### config.mk
export PLATFORM = sky130hd
export DESIGN_NAME = xfer_decoder
export DESIGN_NICKNAME = d
export VERILOG_FILES = /design/src/rtl/xfer_pkg.sv /design/src/rtl/xfer_prefix_reg.sv /design/src/rtl/xfer_dst_enable.sv /design/src/rtl/xfer_decoder.sv
export SDC_FILE = /design/constraint.sdc
export NUM_CORES = 1
export LEC_CHECK = 0
export BUFFER_PORTS_ARGS = -buffer_cell sky130_fd_sc_hd__buf_2
export CORE_UTILIZATION = 39
export CTS_BUF_LIST = sky130_fd_sc_hd__clkbuf_2
export DETAILED_ROUTE_END_ITERATION = 16
export PLACE_DENSITY = 0.84
export SKIP_LAST_GASP = 1
export SYNTH_ARGS = -nofsm -noshare
export SYNTH_HDL_FRONTEND = slang
export SYNTH_HIERARCHICAL = 1
export SYNTH_SLANG_ARGS = --single-unit
### constraint.sdc
create_clock -name clk -period 0.92 [get_ports clk]
set_clock_uncertainty 0.05 [all_clocks]
set_input_delay 0 -clock clk [delete_from_list [all_inputs] [get_ports clk]]
set_output_delay 0 -clock clk [all_outputs]
set_load 0.02 [all_outputs]
### src/rtl/xfer_pkg.sv
package xfer_pkg;
  localparam int WORD_W  = 16;
  localparam int MOD_W   = 4;
  localparam int NUM_MOD = 1 << MOD_W;
  localparam int DLO_W   = 3;
  localparam int SLO_W   = 4;
  localparam int DHI_W   = 2;
  localparam int SHI_W   = 1;
  localparam int IDX_W   = DLO_W + DHI_W;
  localparam int BYTE_W  = 8;
  localparam int PCODE_W = DHI_W + SHI_W;

  typedef struct packed {
    logic             reg_src;
    logic [DLO_W-1:0] dlo;
    logic [MOD_W-1:0] dmod;
    logic [SLO_W-1:0] slo;
    logic [MOD_W-1:0] smod;
  } word_t;

  function automatic logic [IDX_W-1:0] ext_dst(input logic [DHI_W-1:0] hi,
                                               input logic [DLO_W-1:0] lo);
    return {hi, lo};
  endfunction

  function automatic logic [IDX_W-1:0] ext_src(input logic [SHI_W-1:0] hi,
                                               input logic [SLO_W-1:0] lo);
    return {{(IDX_W-SLO_W-SHI_W){1'b0}}, hi, lo};
  endfunction

  function automatic logic [2*BYTE_W-1:0] join_bytes(input logic [BYTE_W-1:0] hi,
                                                     input logic [BYTE_W-1:0] lo);
    return {hi, lo};
  endfunction
endpackage

### src/rtl/xfer_prefix_reg.sv
module xfer_prefix_reg
  import xfer_pkg::*;
(
  input  logic               clk,
  input  logic               rst_n,
  input  logic               exec,
  input  logic               load,
  input  logic [PCODE_W-1:0] code_in,
  input  logic [BYTE_W-1:0]  data_in,
  output logic               valid_q,
  output logic [PCODE_W-1:0] code_q,
  output logic [BYTE_W-1:0]  data_q
);
  logic expire_ev;
  logic load_ev;

  assign load_ev   = exec & load;
  assign expire_ev = exec & ~load;

  always_ff @(posedge clk or negedge rst_n) begin
    if (!rst_n) begin
      valid_q <= 1'b0;
      code_q  <= '0;
      data_q  <= '0;
    end else if (load_ev) begin
      valid_q <= 1'b1;
      code_q  <= code_in;
      data_q  <= data_in;
    end else if (expire_ev) begin
      valid_q <= 1'b0;
      code_q  <= '0;
      data_q  <= '0;
    end
  end

  // an executed prefix write makes the prefix active with its code and data
  p_load_takes_r5: assert property (@(posedge clk) disable iff (!rst_n)
    load_ev |=> (valid_q && code_q == $past(code_in) && data_q == $past(data_in)));

  // an executed non-prefix word leaves the prefix cleared
  p_one_shot_r8: assert property (@(posedge clk) disable iff (!rst_n)
    expire_ev |=> (!valid_q && code_q == '0 && data_q == '0));

  // a stalled cycle freezes the prefix state
  p_stall_hold_r9: assert property (@(posedge clk) disable iff (!rst_n)
    !exec |=> ($stable(valid_q) && $stable(code_q) && $stable(data_q)));
endmodule

### src/rtl/xfer_dst_enable.sv
module xfer_dst_enable
  import xfer_pkg::*;
(
  input  logic               clk,
  input  logic               rst_n,
  input  logic               exec,
  input  logic [MOD_W-1:0]   mod_sel,
  output logic [NUM_MOD-1:0] en
);
  for (genvar m = 0; m < NUM_MOD; m++) begin : g_mod
    assign en[m] = exec & (mod_sel == MOD_W'(m));
  end

  // at most one module is enabled, and exactly the selected one when executing
  p_onehot_r10: assert property (@(posedge clk) disable iff (!rst_n)
    exec |-> ($onehot0(en) && en[mod_sel]));

  // no module switches while the word does not execute
  p_quiet_stall_r9: assert property (@(posedge clk) disable iff (!rst_n)
    !exec |-> ($countones(en) == 0));
endmodule

### src/rtl/xfer_decoder.sv
module xfer_decoder
  import xfer_pkg::*;
#(
  parameter logic [3:0] PFX_MODULE = 4'hB
) (
  input  logic        clk,
  input  logic        rst_n,
  input  logic        stall,
  input  logic [15:0] instr,
  output logic        src_lit,
  output logic [3:0]  src_mod,
  output logic [4:0]  src_idx,
  output logic [3:0]  dst_mod,
  output logic [4:0]  dst_idx,
  output logic [15:0] dst_en,
  output logic [15:0] lit_value,
  output logic        pfx_active
);
  word_t              w;
  logic               exec;
  logic               pfx_write;
  logic [PCODE_W-1:0] pfx_code;
  logic [BYTE_W-1:0]  pfx_data;
  logic [BYTE_W-1:0]  pfx_data_in;
  logic [DHI_W-1:0]   dst_hi;
  logic [SHI_W-1:0]   src_hi;

  assign w         = word_t'(instr);
  assign exec      = rst_n & ~stall;
  assign pfx_write = (w.dmod == PFX_MODULE);
  assign pfx_data_in = w.reg_src ? '0 : {w.slo, w.smod};

  xfer_prefix_reg u_pfx (
    .clk     (clk),
    .rst_n   (rst_n),
    .exec    (exec),
    .load    (pfx_write),
    .code_in (w.dlo),
    .data_in (pfx_data_in),
    .valid_q (pfx_active),
    .code_q  (pfx_code),
    .data_q  (pfx_data)
  );

  assign dst_hi = pfx_code[PCODE_W-1 -: DHI_W];
  assign src_hi = pfx_code[SHI_W-1:0];

  always_comb begin
    src_lit   = ~w.reg_src;
    dst_mod   = w.dmod;
    dst_idx   = ext_dst(dst_hi, w.dlo);
    lit_value = join_bytes(pfx_data, {w.slo, w.smod});
    if (w.reg_src) begin
      src_mod = w.smod;
      src_idx = ext_src(src_hi, w.slo);
    end else begin
      src_mod = '0;
      src_idx = '0;
    end
  end

  xfer_dst_enable u_en (
    .clk     (clk),
    .rst_n   (rst_n),
    .exec    (exec),
    .mod_sel (w.dmod),
    .en      (dst_en)
  );

  // with no prefix the extension bits and the literal high byte are zero
  p_no_ext_r4: assert property (@(posedge clk) disable iff (!rst_n)
    !pfx_active |-> (dst_idx[4:3] == 2'b00 && src_idx[4] == 1'b0 && lit_value[15:8] == 8'h00));

  // a literal source never presents a register selector
  p_lit_no_sel_r3: assert property (@(posedge clk) disable iff (!rst_n)
    src_lit |-> (src_mod == '0 && src_idx == '0));

  // reset clears prefix and silences the enables
  always_comb begin
    if (!rst_n) begin
      a_reset_quiet_r1: assert (dst_en == '0);
    end
  end
endmodule

==> flow_summary.yaml, run 1 <==
layout:
  antenna_cells: 0
  fin_nets: 175
  drive_gt1_share_pct: 66.9
  final_cell_area_mm2: 0.00128
  final_cells: 181
  fillers: 171
  area_growth_pct: 54.6
hold_path:
  worstHoldPathType: "primary input to flop"
yosys:
  synth.avg_cell_area_um2: 9.51
  synth.area.top_cells: "dfrtp_1 (36%), buf_4 (14%), a22o_1 (12%)"
  syn_nets: 106
  ys_seq_elements: 12
  syn_area_um2: 827
  synth_cell_types: 21
  synth_warnings: 6
  yosys.area.top_type_share_pct: 36.3
  ys_seq_area_share_pct: 36.3
  synth.largest_area_cell: "dfrtp_1"
  synthCells: 87
global_routing:
  grt_pass1_wl_um: 2950
  grt_max_degree: 19
  grt-ovfl-total: 0
  grt_pass1_vias: 661
  antenna_found_initial: 0
  grt_use_total_pct: 18.6
placement:
  dp.cells: 172
  placed_cell_area_mm2: 0.00115
  gp_congestion: 0.722
  io_buffers: 70
  dpl.hpwl_um: 1660
drt:
  ant_nets: 0
  avgViaCountPerCell: 4.83
  drt_first_iter_violations: 21
  vias: 875
  drc: 0
  first_pass_iters: 6
  wl_per_cell_um: 12.4
  routed_wl_um: 2240
worst_setup_path:
  worstPathArrival_ns: 0.93
  slowest_delay_ns: 0.46
  cp_max_fo: 4
  crit_chain: "buf_6, nor2b_4, or3b_4, nor3_4, buf_6"
  cp_slowest_cell: "or3b_4"
  cp-start-kind: "primary input"
  required_ns: 0.87
  worstSetupPathType: "primary input to output pin"
  crit_path_frequent_cell: "buf_6"
  end_kind: "output pin"
pwr:
  finalPower_mw: 1.18
  power_density_mw_per_mm2: 926
  ir_worst_vdd_v: 0.000447
  leakage_nw: 0.747
job:
  maxCapViolCount: 0
floorplan:
  die_area_mm2: 0.00231
  rows: 16
  io_pins: 71
  die_w_um: 48.1
  die_h_um: 48.1
  initial_utilization_pct: 41.7
  core_region_area_mm2: 0.00198
cts:
  clock_latency_ns: 0.25
  numCtsBuffers: 3
  cts_tree: "built"
  cts_root_buf: "clkbuf_2"
  path_clk_slew_ns: 0.11
  htree_levels: 1
  clock_sinks: 12
  cts_buffer_depth: 2
timing:
  worst_slew_pin_slew_ns: 0.362
  max_freq_ghz: 1.02
  finalSetupViolations: 6
  finalHoldViolCount: 0
  fin_crit_sh_pct: 107
  drv_slew: 0
  maxSlewHeadroom_pct: 75.9
  min_period_ns: 0.983
  timing.final.ws_setup_ns: -0.0635
  whs_ns: 0.0579
  rsz0062_at_grt: "true"
run_status:
  violations: "setup timing"
  status: "finished with violations"
==> critical path: cells and delay by family <==
kind | cells | cell delay [ns]
buf+inv | 2 | 0.21
simple gates | 3 | 0.73
==> state kept, by name (all words and copies together) (netlist names) <==
register	flops
u_pfx/code_q	3
u_pfx/valid_q	1
u_pfx/data_q	8
==> layer usage <==
| metal | share of wire (%) | global-route usage, % | vias to the layer above |
|---|---|---|---|
| li1 | - | - | 414 |
| met4 | 0 | 5.00 | 0 |
| met5 | 0 | 0 | - |
| met2 | 52 | 35.1 | 59 |
| met3 | 9.8 | 3.02 | 0 |
| met1 | 39 | 21.2 | 402 |
==> power breakdown <==
part	internal (mW)	leakage [nW]	switching, mW
clock	0.0890	0.0125	0.158
sequential	0.538	0.167	0.00542
combinational	0.169	0.568	0.225
total	0.796	0.747	0.389
==> cells in the mapped netlist, drive strengths merged <==
master,number
nand3b,2
nor2b,1
a21o,1
or3b,1
inv,2
and2,10
nor3,4
buf,18
and2b,8
dfrtp,12
nand3,1
nor2,12
nand2,1
nand2b,2
and4b,1
a22o,11
==> cells by family (layout without fill, tap and decap cells) <==
logic type / Yosys count / after routing / synth area share [%]
AND/OR/NAND/NOR: 43 / 43 / 33.3
buffers and inverters: 20 / 87 / 17.9
flip-flops: 12 / 12 / 36.3
AO/OA/AOI/OAI: 12 / 12 / 12.6
==> area by class of cell <==
class,count,area (um2),share of cell area (%)
clock buffer,3,15.0,1.17
inverter,2,7.51,0.587
multi-input combinational,55,422,33.0
sequential,12,300,23.5
tap,27,33.8,2.64
timing repair buffer,82,500,39.1
==> through the flow <==
step	util, %	setup WS [ns]	TNS, ns
floorplan	-	0.0298	0
global placement	58.1	-0.181	-0.657
detailed placement	58.1	-0.195	-0.728
CTS	64.0	-0.0760	-0.219
global route	64.5	-0.0960	-0.425
finish	64.5	-0.0635	-0.165
==> worst paths after layout <==
check	from	end	slack (ns)	cells past startpoint
worst max-delay path	rst_n	dst_en[0]	-0.06	5
worst min-delay path	instr[1]	u_pfx/data_q[1]	0.06	3
worst max register to register	u_pfx/code_q[0]	u_pfx/code_q[0]	0.04	2
worst min register to register	u_pfx/valid_q	u_pfx/valid_q	0.44	1
max in group asynchronous	rst_n	u_pfx/code_q[1]	0.51	3
min in group asynchronous	rst_n	u_pfx/data_q[1]	0.16	3
==> cells in the final DEF, fill, tap and decap left out, drive strengths merged <==
cell / netlist / routed
clkbuf: 0 / 3
a21o: 1 / 1
and2: 10 / 10
nand3: 1 / 1
a22o: 11 / 11
and2b: 8 / 8
nor3: 4 / 4
dfrtp: 12 / 12
buf: 18 / 78
inv: 2 / 2
nand2: 1 / 1
and4b: 1 / 1
nand3b: 2 / 2
dlygate4sd3: 0 / 4
nor2b: 1 / 1
nand2b: 2 / 2
nor2: 12 / 12
or3b: 1 / 1
==> what timing repair did <==
item                                    in CTS  in global routing
buffers inserted                             2                  0
endpoints found under the setup margin       5                 10
hold endpoints to repair                    15                  0
pin swaps                                    3                  3
gates resized for setup                     13                  4
cloned                                       0                  0
hold buffers                                 4                  0
(Power assumes the default switching activity.)
==> run 2, diff against run 1 <==
- ABC_AREA: not set -> 1
- CORE_ASPECT_RATIO: not set -> 0.6
- CORE_UTILIZATION: 39 -> 40
- PLACE_DENSITY: 0.84 -> 0.83
==> flow_summary.yaml, run 2 <==
pwr:
  p_sw_mw: 0.424
  p_sw_share_pct: 35.5
  leakage_nw: 0.896
  internal-power_mw: 0.772
  ir_worst_vdd_v: 0.000477
  clock_power_share_pct: 22.2
  seqPwrFrac_pct: 45.5
  pwr-share-comb_pct: 32.3
  finalPower_mw: 1.20
  power_density_mw_per_mm2: 930
cts:
  clock_latency_ns: 0.26
  cts_buffer_depth: 2
  cts_tree: "built"
  clock_sinks: 12
  htree_levels: 1
  path_clk_slew_ns: 0.12
  cts_root_buf: "clkbuf_2"
  numCtsBuffers: 3
placement:
  place_ws_ns: 0.00872
  placed_cell_area_mm2: 0.00116
  io_buffers: 70
  dpl.hpwl_um: 1670
  dp.cells: 223
  gp_congestion: 0.797
yosys:
  synthCells: 142
  synth_edf_count: 0
  synth.avg_cell_area_um2: 6.35
  synth_async_sr_flop_share_pct: 100
  synth_cell_types: 11
  synthFlopType: "dfrtp_1"
  synth.area.top_cells: "dfrtp_1 (33%), nand2_1 (17%), buf_4 (12%)"
  syn_nets: 161
  synthTopCellsByCount: "nand2_1 (42), nor2_1 (26), inv_1 (24), nand3_1 (16), buf_4 (15)"
  syn_area_um2: 902
  ys_seq_area_share_pct: 33.3
  ys_seq_elements: 12
  yosys.area.top_type_share_pct: 33.3
  yosys.cell_count.top_type: "nand2_1"
  synth.largest_area_cell: "dfrtp_1"
  synth_warnings: 6
run_status:
  violations: "setup timing"
  status: "finished with violations"
drt:
  vias: 1010
  wl_per_cell_um: 9.96
  avgViaCountPerCell: 4.32
  ant_nets: 0
  first_pass_iters: 4
  drc: 0
  drt_first_iter_violations: 53
  routed_wl_um: 2330
worst_setup_path:
  end_kind: "output pin"
  rrSetupSlack_ns: 0.11
  cp_max_fo: 2
  worstPathArrival_ns: 0.88
  worstSetupPathType: "flop to output pin"
  required_ns: 0.87
  cp-start-kind: "flop"
timing:
  drv_slew: 0
  finalHoldViolCount: 0
  worst_slew_pin_slew_ns: 0.288
  finalSetupViolations: 1
  min_period_ns: 0.934
  whs_ns: 0.000136
  maxSlewHeadroom_pct: 80.8
  max_freq_ghz: 1.07
  rsz0062_at_grt: "true"
  fin_crit_sh_pct: 101
  timing.final.ws_setup_ns: -0.0138
  tns_ns: -0.0138
layout:
  largest_reg_flops: 8
  fin_nets: 226
  layout_commonest_cell: "buf_2"
  top_register: "u_pfx/data_q"
  final_cell_area_mm2: 0.00129
  final_cell_mix: "buf_2 (62), nand2_1 (42), nor2_1 (25)"
  final_cells: 234
  drive_gt1_share_pct: 39.8
  fillers: 197
  multi_input_area_um2: 349
  antenna_cells: 0
  largest_registers: "u_pfx/data_q (8), u_pfx/code_q (3), u_pfx/valid_q (1)"
  postLayoutCoreUtil_pct: 64.9
  regArea_um2: 300
  area_growth_pct: 42.6
job:
  maxCapViolCount: 0
global_routing:
  antenna_found_initial: 0
  grt_use_total_pct: 18.2
  grt-ovfl-total: 0
  grt_pass1_vias: 754
  grt_max_degree: 19
  grt_pass1_wl_um: 3270
floorplan:
  die_area_mm2: 0.00246
  core_region_area_mm2: 0.00198
  die_w_um: 63.3
  io_pins: 71
  die_h_um: 38.8
  rows: 12
  initial_utilization_pct: 45.5
hold_path:
  worstHoldPathType: "primary input to flop"
==> run 2: timing repair <==
item,4_1_cts,5_1_grt
setup endpoints to repair,1,15
buffers inserted,0,2
endpoints found under the hold margin,15,1
gates resized for setup,2,12
hold buffers,4,1
==> run 2: cell families after synthesis <==
kind of cell	count (synthesis)	synth area share, %
AND/OR/NAND/NOR	85	37.9
flip-flops	12	33.3
buffers and inverters	45	28.8
==> run 2: power groups by stage <==
stage	registers [mW]	clock network (mW)	logic, mW
2_1_floorplan	0.566	0	0.248
3_3_place_gp	0.554	0	0.355
3_5_place_dp	0.554	0	0.356
4_1_cts	0.544	0.266	0.371
5_1_grt	0.545	0.294	0.422
6_report	0.544	0.266	0.387
==> run 2: cell type report <==
class	instances	share of cell area, %
flip-flops and latches	12	23.3
clock buffers	3	1.17
repair buffers	80	38.0
clock inverters	1	0.292
inverters	25	7.30
well taps	28	2.72
multi-input cells	85	27.1
==> run 2: per-layer routing <==
layer / track usage [%] / wire [um]
met3: 5.29 / 143
met5: 0 / 0
met1: 22.6 / 1060
met2: 32.3 / 1110
met4: 3.41 / 17
==> run 2: critical path, cell delays in order, from the launching register on <==
cell and delay (ns):
dfrtp_1 0.40, nand2_1 0.07, inv_1 0.05, buf_6 0.12
==> run 2: worst paths after layout <==
path	startpoint	endpoint	cells past startpoint
min in group asynchronous	rst_n	u_pfx/data_q[3]	3
worst max register to register	u_pfx/data_q[5]	u_pfx/data_q[5]	3
max in group asynchronous	rst_n	u_pfx/code_q[0]	3
worst min-delay path	instr[2]	u_pfx/data_q[2]	5
worst min register to register	u_pfx/valid_q	u_pfx/valid_q	2
worst max-delay path	u_pfx/code_q[0]	src_idx[4]	3
